File: config.mk
export PLATFORM = sky130hd
export DESIGN_NAME = ext_pin_edge_sync
export DESIGN_NICKNAME = d
export VERILOG_FILES = /design/src/rtl/epin_pkg.sv /design/src/rtl/epin_half_capture.sv /design/src/rtl/epin_sync_stage.sv /design/src/rtl/epin_edge_fsm.sv /design/src/rtl/ext_pin_edge_sync.sv
export SDC_FILE = /design/constraint.sdc
export NUM_CORES = 1
export LEC_CHECK = 0
export ABC_AREA = 1
export BUFFER_PORTS_ARGS = -buffer_cell sky130_fd_sc_hd__buf_2
export CORE_AREA = 4 4 41 43
export DETAILED_ROUTE_END_ITERATION = 8
export DIE_AREA = 0 0 45 47
export GPL_TIMING_DRIVEN = 0
export PLACE_DENSITY = 0.4
export SYNTH_ARGS = -nofsm -noshare
export SYNTH_HDL_FRONTEND = slang
export SYNTH_SLANG_ARGS = --single-unit
File: constraint.sdc
create_clock -name clk -period 1.7 [get_ports clk]
set_input_delay 0.34 -clock clk [delete_from_list [all_inputs] [get_ports clk]]
set_output_delay 0.34 -clock clk [all_outputs]
set_load 0.01 [all_outputs]
File: src/rtl/epin_pkg.sv
package epin_pkg;

    typedef enum logic [1:0] {
        ST_ARM  = 2'd0,
        ST_LOW  = 2'd1,
        ST_HIGH = 2'd2
    } trk_state_e;

    typedef enum logic {
        POL_FALL = 1'b0,
        POL_RISE = 1'b1
    } edge_pol_e;

endpackage

File: src/rtl/epin_half_capture.sv
// First stage: holds the pin value present at the end of the clock-high
// phase, equivalent to a latch transparent while clk is high.
module epin_half_capture (
    input  logic clk,
    input  logic rst_n,
    input  logic d_in,
    output logic q_out
);

    always_ff @(negedge clk or negedge rst_n) begin
        if (!rst_n) begin
            q_out <= 1'b0;
        end else begin
            q_out <= d_in;
        end
    end

endmodule

File: src/rtl/epin_sync_stage.sv
// Second stage: rising-edge register producing the synchronized level.
module epin_sync_stage (
    input  logic clk,
    input  logic rst_n,
    input  logic d_in,
    output logic q_out
);

    always_ff @(posedge clk or negedge rst_n) begin
        if (!rst_n) begin
            q_out <= 1'b0;
        end else begin
            q_out <= d_in;
        end
    end

endmodule

File: src/rtl/epin_edge_fsm.sv
// Tracks the last synchronized level; a change of level that matches the
// selected polarity produces a registered one-cycle tick.
module epin_edge_fsm
    import epin_pkg::*;
#(
    parameter int ARM_CYCLES = 3
) (
    input  logic clk,
    input  logic rst_n,
    input  logic lvl_in,
    input  logic rise_sel,
    output logic tick_o
);

    localparam int CW = (ARM_CYCLES < 2) ? 1 : $clog2(ARM_CYCLES);
    localparam logic [CW-1:0] ARM_LAST = CW'(ARM_CYCLES - 1);

    trk_state_e    state_q, state_d;
    logic [CW-1:0] arm_cnt_q;
    logic          rise_hit, fall_hit;
    logic          tick_q;

    // state register
    always_ff @(posedge clk or negedge rst_n) begin
        if (!rst_n) begin
            state_q <= ST_ARM;
        end else begin
            state_q <= state_d;
        end
    end

    // arming counter
    always_ff @(posedge clk or negedge rst_n) begin
        if (!rst_n) begin
            arm_cnt_q <= '0;
        end else if (state_q == ST_ARM && arm_cnt_q != ARM_LAST) begin
            arm_cnt_q <= arm_cnt_q + 1'b1;
        end
    end

    // next state
    always_comb begin
        state_d = state_q;
        unique case (state_q)
            ST_ARM: begin
                if (arm_cnt_q == ARM_LAST) begin
                    state_d = lvl_in ? ST_HIGH : ST_LOW;
                end
            end
            ST_LOW: begin
                if (lvl_in) state_d = ST_HIGH;
            end
            ST_HIGH: begin
                if (!lvl_in) state_d = ST_LOW;
            end
            default: state_d = ST_ARM;
        endcase
    end

    // edge comparison against the tracked level
    always_comb begin
        rise_hit = (state_q == ST_LOW)  &&  lvl_in;
        fall_hit = (state_q == ST_HIGH) && !lvl_in;
    end

    // outputs
    always_ff @(posedge clk or negedge rst_n) begin
        if (!rst_n) begin
            tick_q <= 1'b0;
        end else if (edge_pol_e'(rise_sel) == POL_RISE) begin
            tick_q <= rise_hit;
        end else begin
            tick_q <= fall_hit;
        end
    end

    assign tick_o = tick_q;

    AST_TICK_SINGLE: assert property (@(posedge clk) disable iff (!rst_n)
        tick_q |=> !tick_q);

    AST_ARM_SILENT: assert property (@(posedge clk) disable iff (!rst_n)
        $past(state_q == ST_ARM) |-> !tick_q);

endmodule

File: src/rtl/ext_pin_edge_sync.sv
module ext_pin_edge_sync
    import epin_pkg::*;
#(
    parameter int ARM_CYCLES = 3
) (
    input  logic clk,
    input  logic rst_n,
    input  logic pin_raw,
    input  logic edge_rise,
    output logic pin_sync,
    output logic tick
);

    logic half_q;

    epin_half_capture u_half (
        .clk   (clk),
        .rst_n (rst_n),
        .d_in  (pin_raw),
        .q_out (half_q)
    );

    epin_sync_stage u_sync (
        .clk   (clk),
        .rst_n (rst_n),
        .d_in  (half_q),
        .q_out (pin_sync)
    );

    epin_edge_fsm #(
        .ARM_CYCLES (ARM_CYCLES)
    ) u_fsm (
        .clk      (clk),
        .rst_n    (rst_n),
        .lvl_in   (pin_sync),
        .rise_sel (edge_rise),
        .tick_o   (tick)
    );

    AST_TICK_NEEDS_CHANGE: assert property (@(posedge clk) disable iff (!rst_n)
        tick |-> ($past(pin_sync) != $past(pin_sync, 2)));

    AST_RISE_POLARITY: assert property (@(posedge clk) disable iff (!rst_n)
        (tick && $past(edge_rise)) |-> $past(pin_sync));

    AST_FALL_POLARITY: assert property (@(posedge clk) disable iff (!rst_n)
        (tick && !$past(edge_rise)) |-> !$past(pin_sync));

endmodule

==> results of run 1 <==
==> synthesized netlist by cell type (all sizes together) <==
library cell  instances  area share (%)
nand2                15              19
inv                   9              11
dfrtp                 6              49
nor2                  3             4.5
nand3                 2             3.3
dfrtn                 1             8.2
ha                    1             4.1
==> per-stage QoR <==
step / util (%) / cells / cell area (um2) / setup WS (ps)
2_1_floorplan: - / 37 / 304 / 366
4_1_cts: 29.5 / 62 / 384 / 317
3_5_place_dp: 26.7 / 57 / 348 / 263
5_1_grt: 29.5 / 62 / 384 / 293
3_3_place_gp: 26.7 / 57 / 348 / 263
6_report: 29.5 / 62 / 384 / 334
==> repair_timing <==
item,CTS,global route
setup endpoints to repair,0,0
endpoints found under the hold margin,6,0
hold buffers,1,0
==> cell families after synthesis <==
group | share of synthesized area [%]
flip-flops | 57.6
adder cells (fa/ha/maj) | 4.11
AND/OR/NAND/NOR | 27.2
buffers and inverters | 11.1
==> flip-flops by register name (all words and copies together) (netlist names) <==
signal	count
u_fsm.arm_cnt_q	2
u_fsm.state_q	2
u_fsm.tick_o	1
u_half.q_out	1
u_sync.q_out	1
==> layer usage <==
layer / share of wire, % / global-route usage (%) / up-vias
met5: 0 / 0 / -
met1: 46 / 6.74 / 101
met3: 7.6 / 2.68 / 0
li1: - / - / 125
met2: 46 / 8.76 / 4
met4: 0 / 5.26 / 0
==> cell type report <==
type | count | area share, %
Sequential cell | 7 | 45.6
Multi-Input combinational cell | 21 | 24.8
Timing Repair Buffer | 6 | 9.12
Inverter | 9 | 8.79
Clock buffer | 4 | 6.84
Tap cell | 15 | 4.89
==> report_power, final <==
part           internal (mW)  total (mW)  leakage, nW  switching, mW
clock network         0.0894       0.148       0.0150         0.0588
registers              0.175       0.181       0.0834        0.00575
logic                 0.0123      0.0285        0.132         0.0162
total                  0.276       0.357        0.230         0.0808
==> path summary, 6_finish.rpt <==
| kind | to | slack, ps | cells past startpoint |
|---|---|---|---|
| setup / recovery | u_half.q_out | 330 | 2 |
| hold / removal | u_fsm.tick_o | 420 | 5 |
| setup reg to reg | u_sync.q_out | 390 | 0 |
| hold reg to reg | u_fsm.arm_cnt_q[1] | 480 | 2 |
| max in group clk | u_sync.q_out | 390 | 0 |
| min in group asynchronous | u_fsm.tick_o | 450 | 2 |
==> impl_summary.txt, run 1 <==
----------------------------------------------------
[Outcome]
  Result of the run ... complete, no violations

[Clock tree]
  Number of cells upsized or downsized after cts ... 0
  Sinks on the clock net ... 7
  Cell at the root of the clock tree ... sky130_fd_sc_hd__clkbuf_4
  Clock slew at the register clock pins of the worst setup and hold paths ... 50 ps
  Worst-skew pair later-pin latency ... 260 ps
  Clock buffer count from CTS ... 3
  Maximum root-to-sink buffer count ... 2
  Number of H-tree levels ... 1
  CTS tree ... built
  Post-CTS Setup Bufs ... 0

[Flow run]
  Max Cap Viol ... 0

[Detailed routing]
  Detailed-route vias per instance ... 3.71
  Vias ... 230
  Routed length per instance ... 8.06 um
  Post-route ant nets ... 0
  Number of design rule violations left after detail routing ... 0
  Wire length after detailed routing ... 500 um
  Starting DRT DRC Count ... 1
  Number of search-and-repair iterations in the first detailed-routing pass ... 2

[Place]
  DP HPWL ... 406 um
  Count of buffers from port buffering ... 5
  Final GP Congestion ... 0.672

[Final layout]
  Multi-input combinational cell area ... 95.1 um2
  ANT cells ... 0
  Post-layout net count ... 53
  Leading cell types in the layout, fill and taps excluded ... sky130_fd_sc_hd__nand2_1, sky130_fd_sc_hd__inv_1, sky130_fd_sc_hd__dfrtp_1
  Fillcell total ... 150
  Most common cell after layout, fill and taps aside ... sky130_fd_sc_hd__nand2_1
  Proportion of layout cells with a drive suffix above 1 ... 21.3%
  Storage cell area ... 175 um2
  Synth-to-Final Area Change ... 26.3%

[Min path]
  Worst hold path type ... in -> reg
  Hold Startpoint ... edge_rise

[Worst setup path]
  Origin of the worst setup path ... rst_n
  Worst path bufs/invs ... 2
  Critical register-to-register path startpoint ... u_half.q_out
  Worst Setup Path Type ... in -> async
  CP required ... 1390 ps
  Signal arrival time at the worst endpoint ... 1050 ps
  Largest delay contributor family on the critical path ... buffers and inverters
  Highest fanout seen on the critical path ... 7
  Category of the worst setup path capture point ... asynchronous set/reset pin
  Crit path cell chain ... dlygate4sd3_1 > buf_2
  Nature of the critical path startpoint ... input pin
  Crit path largest cell delay ... 520 ps
  Cell at the slowest stage of the critical path ... sky130_fd_sc_hd__dlygate4sd3_1

[STA]
  Post-route clock skew ... 11.2 ps
  Unrepaired setup endpoints after global routing ... false
  Slew margin rel. ... 89.3%
  Final Hold Fails ... 0
  Final-report max-slew violation count ... 0
  Final setup violation count ... 0
  Summed negative setup slack over all endpoints ... 0 ps
  Worst hold slack ... 416 ps
  Actual slew at the worst max-slew pin ... 161 ps

[Floorplanning]
  Starting density of the core ... 23.4%
  FP Rows ... 13
  I/O pin cnt ... 6
  Die Footprint ... 2120 um2
  Floorplan Core Area ... 1300 um2
  Die Ht ... 47 um
  Die span in x ... 45 um

[Power]
  Standby leakage power ... 0.230 nW
  VDD IR-drop max ... 0.375 mV
  Power per unit of standard cell area ... 930 nW/um2
  Overall power of the completed layout ... 0.357 mW

[Synth]
  Cell area after technology mapping ... 304 um2
  Flop and latch count out of synthesis ... 7
  Nets in the synthesized netlist ... 42
  Post-synthesis cell count ... 37
  Avg Synthesized Cell Area ... 8.22 um2
  Post-synthesis sequential area ratio ... 57.6%
  Number of warnings issued by yosys ... 0
  Number of distinct standard cells referenced by the synthesized netlist ... 9

[Global route]
  Number of antenna violations at the first check in global routing ... 0
  Overall global routing resource usage ... 6.05%
  Vias in the first global route ... 236
  Maximum number of pins on one net before global-route repair ... 8
  Global-route wire length before repair ... 848 um
  Overall overflow remaining after global route ... 0

----------------------------------------------------
No activity file was read; power rests on OpenSTA's default activity.
==> run 2, diff against run 1 <==
--- a/config.mk
+++ b/config.mk
@@ -11,7 +11,7 @@
 export DETAILED_ROUTE_END_ITERATION = 8
 export DIE_AREA = 0 0 45 47
 export GPL_TIMING_DRIVEN = 0
-export PLACE_DENSITY = 0.4
+export PLACE_DENSITY = 0.41
 export SYNTH_ARGS = -nofsm -noshare
 export SYNTH_HDL_FRONTEND = slang
 export SYNTH_SLANG_ARGS = --single-unit
==> constraint.sdc (replaced) <==
create_clock -name clk -period 1.2 [get_ports clk]
set_input_delay 0.24 -clock clk [delete_from_list [all_inputs] [get_ports clk]]
set_output_delay 0.24 -clock clk [all_outputs]
set_load 0.01 [all_outputs]
==> run 2 against run 1 <==
Effect of this change: first-iteration DRC count unchanged; clock-buffer cell count unchanged; wire length decreased by 9.4%; sequential share of layout area stayed put; clock skew is 0.70 ps higher; critical path depth is 1 lower; sequential power up 41%; global-route usage is 0.075 points lower; combinational power rose by 38%; hold slack worse by 110 ps; final area stayed put; highest routed layer unchanged; power grew 41%.
==> impl_summary.txt, run 2 (synthesis gave the netlist of run 1 again) <==
----------------------------------------------------
[Outcome]
  Result of the run ... complete, no violations

[Place]
  Instance area at placement ... 348 um2
  Final GP Congestion ... 0.660
  DP HPWL ... 361 um
  Count of buffers from port buffering ... 5
  Worst setup slack before clock tree synthesis ... 112 ps
  Placed Cells incl. Taps ... 57

[Worst setup path]
  CP required ... 960 ps
  Length in cells of the worst reg-to-reg path ... 0
  Cell at the slowest stage of the critical path ... sky130_fd_sc_hd__dfrtp_1
  Worst reg2reg path endpoint ... u_sync.q_out
  Category of the worst setup path capture point ... primary output
  Worst path bufs/invs ... 1
  Origin of the worst setup path ... u_sync.q_out
  Largest delay contributor family on the critical path ... flip-flops
  Highest fanout seen on the critical path ... 4
  Worst Setup Path Type ... reg -> out
  Critical register-to-register path startpoint ... u_half.q_out
  Crit path cell chain ... buf_2
  Signal arrival time at the worst endpoint ... 810 ps
  Nature of the critical path startpoint ... register
  Crit path largest cell delay ... 410 ps
  Worst setup slack for register-to-register paths ... 160 ps

[STA]
  Final-report max-slew violation count ... 0
  Unrepaired setup endpoints after global routing ... false
  Maximum operating frequency ... 0.954 GHz
  Fraction of the cycle the final worst path needs ... 87.3%
  Post-route clock skew ... 11.9 ps
  Setup ws final ... 152 ps
  Final setup violation count ... 0
  Actual slew at the worst max-slew pin ... 160 ps
  Minimum clock period ... 1050 ps
  Slew margin rel. ... 89.3%
  Final Hold Fails ... 0
  Worst hold slack ... 306 ps
  Summed negative setup slack over all endpoints ... 0 ps

[Clock tree]
  Clock slew at the register clock pins of the worst setup and hold paths ... 50 ps
  Number of H-tree levels ... 1
  CTS tree ... built
  Cell at the root of the clock tree ... sky130_fd_sc_hd__clkbuf_4
  Maximum root-to-sink buffer count ... 2
  Clock buffer count from CTS ... 3
  Worst-skew pair later-pin latency ... 250 ps
  Sinks on the clock net ... 7

[Power]
  Fraction of power consumed by sequential logic ... 50.8%
  Switching power as a share of total power ... 22.2%
  VDD IR-drop max ... 0.500 mV
  Overall power of the completed layout ... 0.503 mW
  Share of power burned in the clock network ... 41.3%
  Comb pwr share ... 7.8%
  Switch Pwr ... 0.112 mW
  Standby leakage power ... 0.230 nW
  Power per unit of standard cell area ... 1310 nW/um2
  Cell internal power dissipation ... 0.392 mW

[Floorplanning]
  Die Ht ... 47 um
  Floorplan Core Area ... 1300 um2
  I/O pin cnt ... 6
  Starting density of the core ... 23.4%
  Die Footprint ... 2120 um2
  Die span in x ... 45 um
  FP Rows ... 13

[Final layout]
  Final non-filler cell total ... 62
  ANT cells ... 0
  Layout Utilization ... 29.5%
  Most common cell after layout, fill and taps aside ... sky130_fd_sc_hd__nand2_1
  Fillcell total ... 142
  Post-route standard cell area excluding fillers ... 384 um2
  Proportion of layout cells with a drive suffix above 1 ... 21.3%
  Leading cell types in the layout, fill and taps excluded ... sky130_fd_sc_hd__nand2_1, sky130_fd_sc_hd__inv_1, sky130_fd_sc_hd__dfrtp_1
  Post-layout net count ... 53
  Synth-to-Final Area Change ... 26.3%
  Largest registers ... u_fsm.arm_cnt_q: 2 flops, u_fsm.state_q: 2 flops

[Detailed routing]
  Number of search-and-repair iterations in the first detailed-routing pass ... 2
  Number of design rule violations left after detail routing ... 0
  Wire length after detailed routing ... 453 um
  Starting DRT DRC Count ... 1
  Detailed-route vias per instance ... 3.81
  Vias ... 236
  Routed length per instance ... 7.31 um
  Post-route ant nets ... 0

[Global route]
  Overall global routing resource usage ... 5.98%
  Vias in the first global route ... 218
  Maximum number of pins on one net before global-route repair ... 8
  Overall overflow remaining after global route ... 0
  Global-route wire length before repair ... 869 um
  Number of antenna violations at the first check in global routing ... 0

[Min path]
  Worst hold path type ... in -> reg
  WHS Path Cells ... 5
  Hold Startpoint ... edge_rise
  Hold Path Sink ... u_fsm.tick_o

[Flow run]
  Max Cap Viol ... 0

----------------------------------------------------
==> run 2: cell counts in the layout (fill, tap and decap cells not counted) <==
Identical to the previous run, type by type.
==> run 2: timing repair <==
item | 4_1_cts | 5_1_grt
resized for setup | 0 | 0
hold buffers | 1 | 0
endpoints found under the hold margin | 6 | 0
buffers inserted | 0 | 0
==> run 2: layout make-up <==
cell class                 count  area (um2)  share of cell area, %
clock buffer                   4        26.3                   6.84
inverter                       9        33.8                   8.79
multi-input combinational     21        95.1                   24.8
sequential                     7         175                   45.6
tap                           15        18.8                   4.89
timing repair buffer           6        35.0                   9.12
==> run 2: worst max-delay path by stage <==
stage               depth (start not counted)           end  slack, ps
finish                                      1      pin_sync        150
global route                                1      pin_sync        100
CTS                                         1      pin_sync        130
detailed placement                          1  u_half.q_out        110
global placement                            1  u_half.q_out        110
floorplan                                   0  u_sync.q_out        180
==> run 2: power groups by stage <==
stage          Combinational, mW  Clock [mW]  Sequential, mW
2_1_floorplan             0.0189           0           0.261
3_3_place_gp              0.0383           0           0.260
3_5_place_dp              0.0380           0           0.260
4_1_cts                   0.0406       0.219           0.256
5_1_grt                   0.0472       0.231           0.258
6_report                  0.0394       0.208           0.256
==> run 2: layer usage <==
layer | global-route usage [%] | routed length, um | vias to the layer above
met3 | 2.30 | 25 | 0
met5 | 0 | 0 | -
li1 | - | - | 129
met4 | 5.26 | 0 | 0
met1 | 6.99 | 209 | 103
met2 | 8.47 | 218 | 4
==> run 3, diff against run 2 <==
--- a/config.mk
+++ b/config.mk
@@ -5,13 +5,12 @@
 export SDC_FILE = /design/constraint.sdc
 export NUM_CORES = 1
 export LEC_CHECK = 0
-export ABC_AREA = 1
 export BUFFER_PORTS_ARGS = -buffer_cell sky130_fd_sc_hd__buf_2
 export CORE_AREA = 4 4 41 43
 export DETAILED_ROUTE_END_ITERATION = 8
 export DIE_AREA = 0 0 45 47
 export GPL_TIMING_DRIVEN = 0
-export PLACE_DENSITY = 0.41
 export SYNTH_ARGS = -nofsm -noshare
 export SYNTH_HDL_FRONTEND = slang
+export SYNTH_HIERARCHICAL = 1
 export SYNTH_SLANG_ARGS = --single-unit
==> run 3 against run 2 <==
Effect of this change: the run now ends with setup timing left; power down 0.64%; cell count decreased by 27%; highest routed layer is now met4; sequential power barely moved; via count fell by 15%; worst setup slack got worse by 160 ps; combinational power down 30%; register-to-register slack got worse by 160 ps; die area is the same.
==> impl_summary.txt, run 3 <==
----------------------------------------------------
[Detailed routing]
  Number of design rule violations left after detail routing ... 0
  Post-route ant nets ... 0
  Number of search-and-repair iterations in the first detailed-routing pass ... 4
  Starting DRT DRC Count ... 3
  Wire length after detailed routing ... 544 um
  Routed length per instance ... 12.1 um
  Vias ... 201
  Detailed-route vias per instance ... 4.47

[STA]
  Post-route clock skew ... 10.5 ps
  Final Hold Fails ... 0
  Worst hold slack ... 260 ps
  Setup ws final ... -4.11 ps
  Slew margin rel. ... 76.1%
  Minimum clock period ... 1200 ps
  Unrepaired setup endpoints after global routing ... true
  Final setup violation count ... 1
  Final-report max-slew violation count ... 0
  Actual slew at the worst max-slew pin ... 355 ps
  Maximum operating frequency ... 0.830 GHz
  Fraction of the cycle the final worst path needs ... 100%

[Final layout]
  ANT cells ... 0
  Storage cell area ... 175 um2
  Post-layout net count ... 36
  Synth-to-Final Area Change ... 38.9%
  Proportion of layout cells with a drive suffix above 1 ... 40.0%
  Post-route standard cell area excluding fillers ... 367 um2
  Final non-filler cell total ... 45
  Leading cell types in the layout, fill and taps excluded ... sky130_fd_sc_hd__dfrtp_1, sky130_fd_sc_hd__buf_2, sky130_fd_sc_hd__clkbuf_4
  Multi-input combinational cell area ... 108 um2
  Largest registers ... u_fsm/arm_cnt_q: 2 flops, u_fsm/state_q: 2 flops
  Most common cell after layout, fill and taps aside ... sky130_fd_sc_hd__dfrtp_1
  Fillcell total ... 157

[Worst setup path]
  Origin of the worst setup path ... u_fsm/arm_cnt_q[1]
  CP required ... 1340 ps
  Worst Setup Path Type ... reg -> reg
  Critical register-to-register path startpoint ... u_fsm/arm_cnt_q[1]
  Category of the worst setup path capture point ... register
  Nature of the critical path startpoint ... register
  Signal arrival time at the worst endpoint ... 1350 ps
  Highest fanout seen on the critical path ... 3

[Outcome]
  Failing checks ... setup timing
  Result of the run ... finished with violations

[Synth]
  Avg Synthesized Cell Area ... 13.2 um2
  Cell with the most instances after synthesis ... sky130_fd_sc_hd__dfrtp_1
  Nets in the synthesized netlist ... 25
  Synth Flop Type ... sky130_fd_sc_hd__dfrtp_1
  Post-synthesis cell count ... 20
  Fraction of post-synthesis cell area in the top cell type by area ... 56.9%
  Post-synthesis sequential area ratio ... 66.4%
  Largest area contributor in the netlist ... sky130_fd_sc_hd__dfrtp_1
  Number of distinct standard cells referenced by the synthesized netlist ... 14
  Leading cell types by total area after synthesis ... sky130_fd_sc_hd__dfrtp_1, sky130_fd_sc_hd__dfrtn_1, sky130_fd_sc_hd__ha_1
  Number of warnings issued by yosys ... 6
  Flop and latch count out of synthesis ... 7
  Most frequent cells after synthesis ... sky130_fd_sc_hd__dfrtp_1, sky130_fd_sc_hd__nand2_1
  Cell area after technology mapping ... 264 um2
  Count of flip-flops with a built-in enable after synthesis ... 0
  Share of async-settable or async-resettable flops after synthesis ... 100%

[Min path]
  Worst hold path type ... in -> reg
  Hold Startpoint ... edge_rise

[Place]
  Placed Cells incl. Taps ... 40
  Instance area at placement ... 308 um2
  Count of buffers from port buffering ... 5
  Final GP Congestion ... 0.714

[Global route]
  Number of antenna violations at the first check in global routing ... 0
  Overall overflow remaining after global route ... 0
  Global-route wire length before repair ... 807 um
  Overall global routing resource usage ... 6.30%
  Vias in the first global route ... 202
  Maximum number of pins on one net before global-route repair ... 8

[Floorplanning]
  Starting density of the core ... 20.3%
  I/O pin cnt ... 6
  Die Ht ... 47 um
  Floorplan Core Area ... 1300 um2
  FP Rows ... 13
  Die Footprint ... 2120 um2
  Die span in x ... 45 um

[Clock tree]
  Clock buffer count from CTS ... 3
  Maximum root-to-sink buffer count ... 2
  Cell at the root of the clock tree ... sky130_fd_sc_hd__clkbuf_4
  Number of H-tree levels ... 1
  Post-CTS Setup Bufs ... 0
  Sinks on the clock net ... 7
  CTS tree ... built
  Worst-skew pair later-pin latency ... 260 ps
  Clock slew at the register clock pins of the worst setup and hold paths ... 50 ps

[Power]
  Standby leakage power ... 0.159 nW
  VDD IR-drop max ... 0.480 mV
  Power per unit of standard cell area ... 1360 nW/um2

[Flow run]
  Max Cap Viol ... 0

----------------------------------------------------
[run 3: repair_timing]
| item | CTS | global route |
|---|---|---|
| gates resized for setup | 1 | 4 |
| setup endpoints to repair | 1 | 2 |
| hold endpoints to repair | 6 | 0 |
| hold buffers | 1 | 0 |
[run 3: kinds of logic (layout without fill, tap and decap cells)]
group	after synthesis	count (layout)	share of synthesized area (%)
XOR/XNOR	1	1	3.32
flip-flops	7	7	66.3
AND/OR/NAND/NOR	8	8	19.4
adder cells (fa/ha/maj)	1	1	4.74
buffers and inverters	1	11	1.42
AO/OA/AOI/OAI	2	2	4.74
[run 3: metrics by stage]
step	setup TNS, ps	power (mW)	util [%]	setup WS [ps]
after floorplan	0	0.267	-	62.6
after global placement	0	0.283	23.7	12.9
after detailed placement	0	0.283	23.7	5.49
after CTS	0	0.511	26.6	24.3
after global routing	-42.1	0.538	28.2	-28.2
final	-4.11	0.500	28.2	-4.11
[run 3: path summary, 6_finish.rpt]
check	cells past startpoint	to	slack, ps
max	3	u_fsm/state_q[1]	-4
min	3	u_fsm/tick_o	260
max reg2reg	3	u_fsm/state_q[1]	-4
min reg2reg	1	u_fsm/state_q[0]	510
max in group asynchronous	2	u_half/q_out	180
min in group asynchronous	2	u_sync/q_out	350
[run 3: final cells by class]
cell class	instances	area share (%)
inverter	1	1.02
clock buffer	4	7.17
timing repair buffer	6	9.56
tap	15	5.12
sequential	7	47.8
multi-input combinational	12	29.4
[run 3: critical path, stage by stage (launching register included)]
cell,delay [ps]
sky130_fd_sc_hd__dfrtp_1,420
sky130_fd_sc_hd__ha_4,190
sky130_fd_sc_hd__or3_4,330
sky130_fd_sc_hd__and3_4,170
[run 3: report_power, final]
group | switching [mW] | total (mW) | internal, mW
clock | 0.0890 | 0.216 | 0.127
combinational | 0.0121 | 0.0274 | 0.0152
sequential | 0.00983 | 0.257 | 0.247
total | 0.111 | 0.500 | 0.389
[run 3: per-layer routing]
metal | global-route usage, % | wire length (um) | up-vias
met4 | 8.77 | 5 | 0
met3 | 3.83 | 49 | 2
met5 | 0 | 0 | -
met1 | 7.24 | 224 | 96
met2 | 6.50 | 264 | 12
li1 | - | - | 91
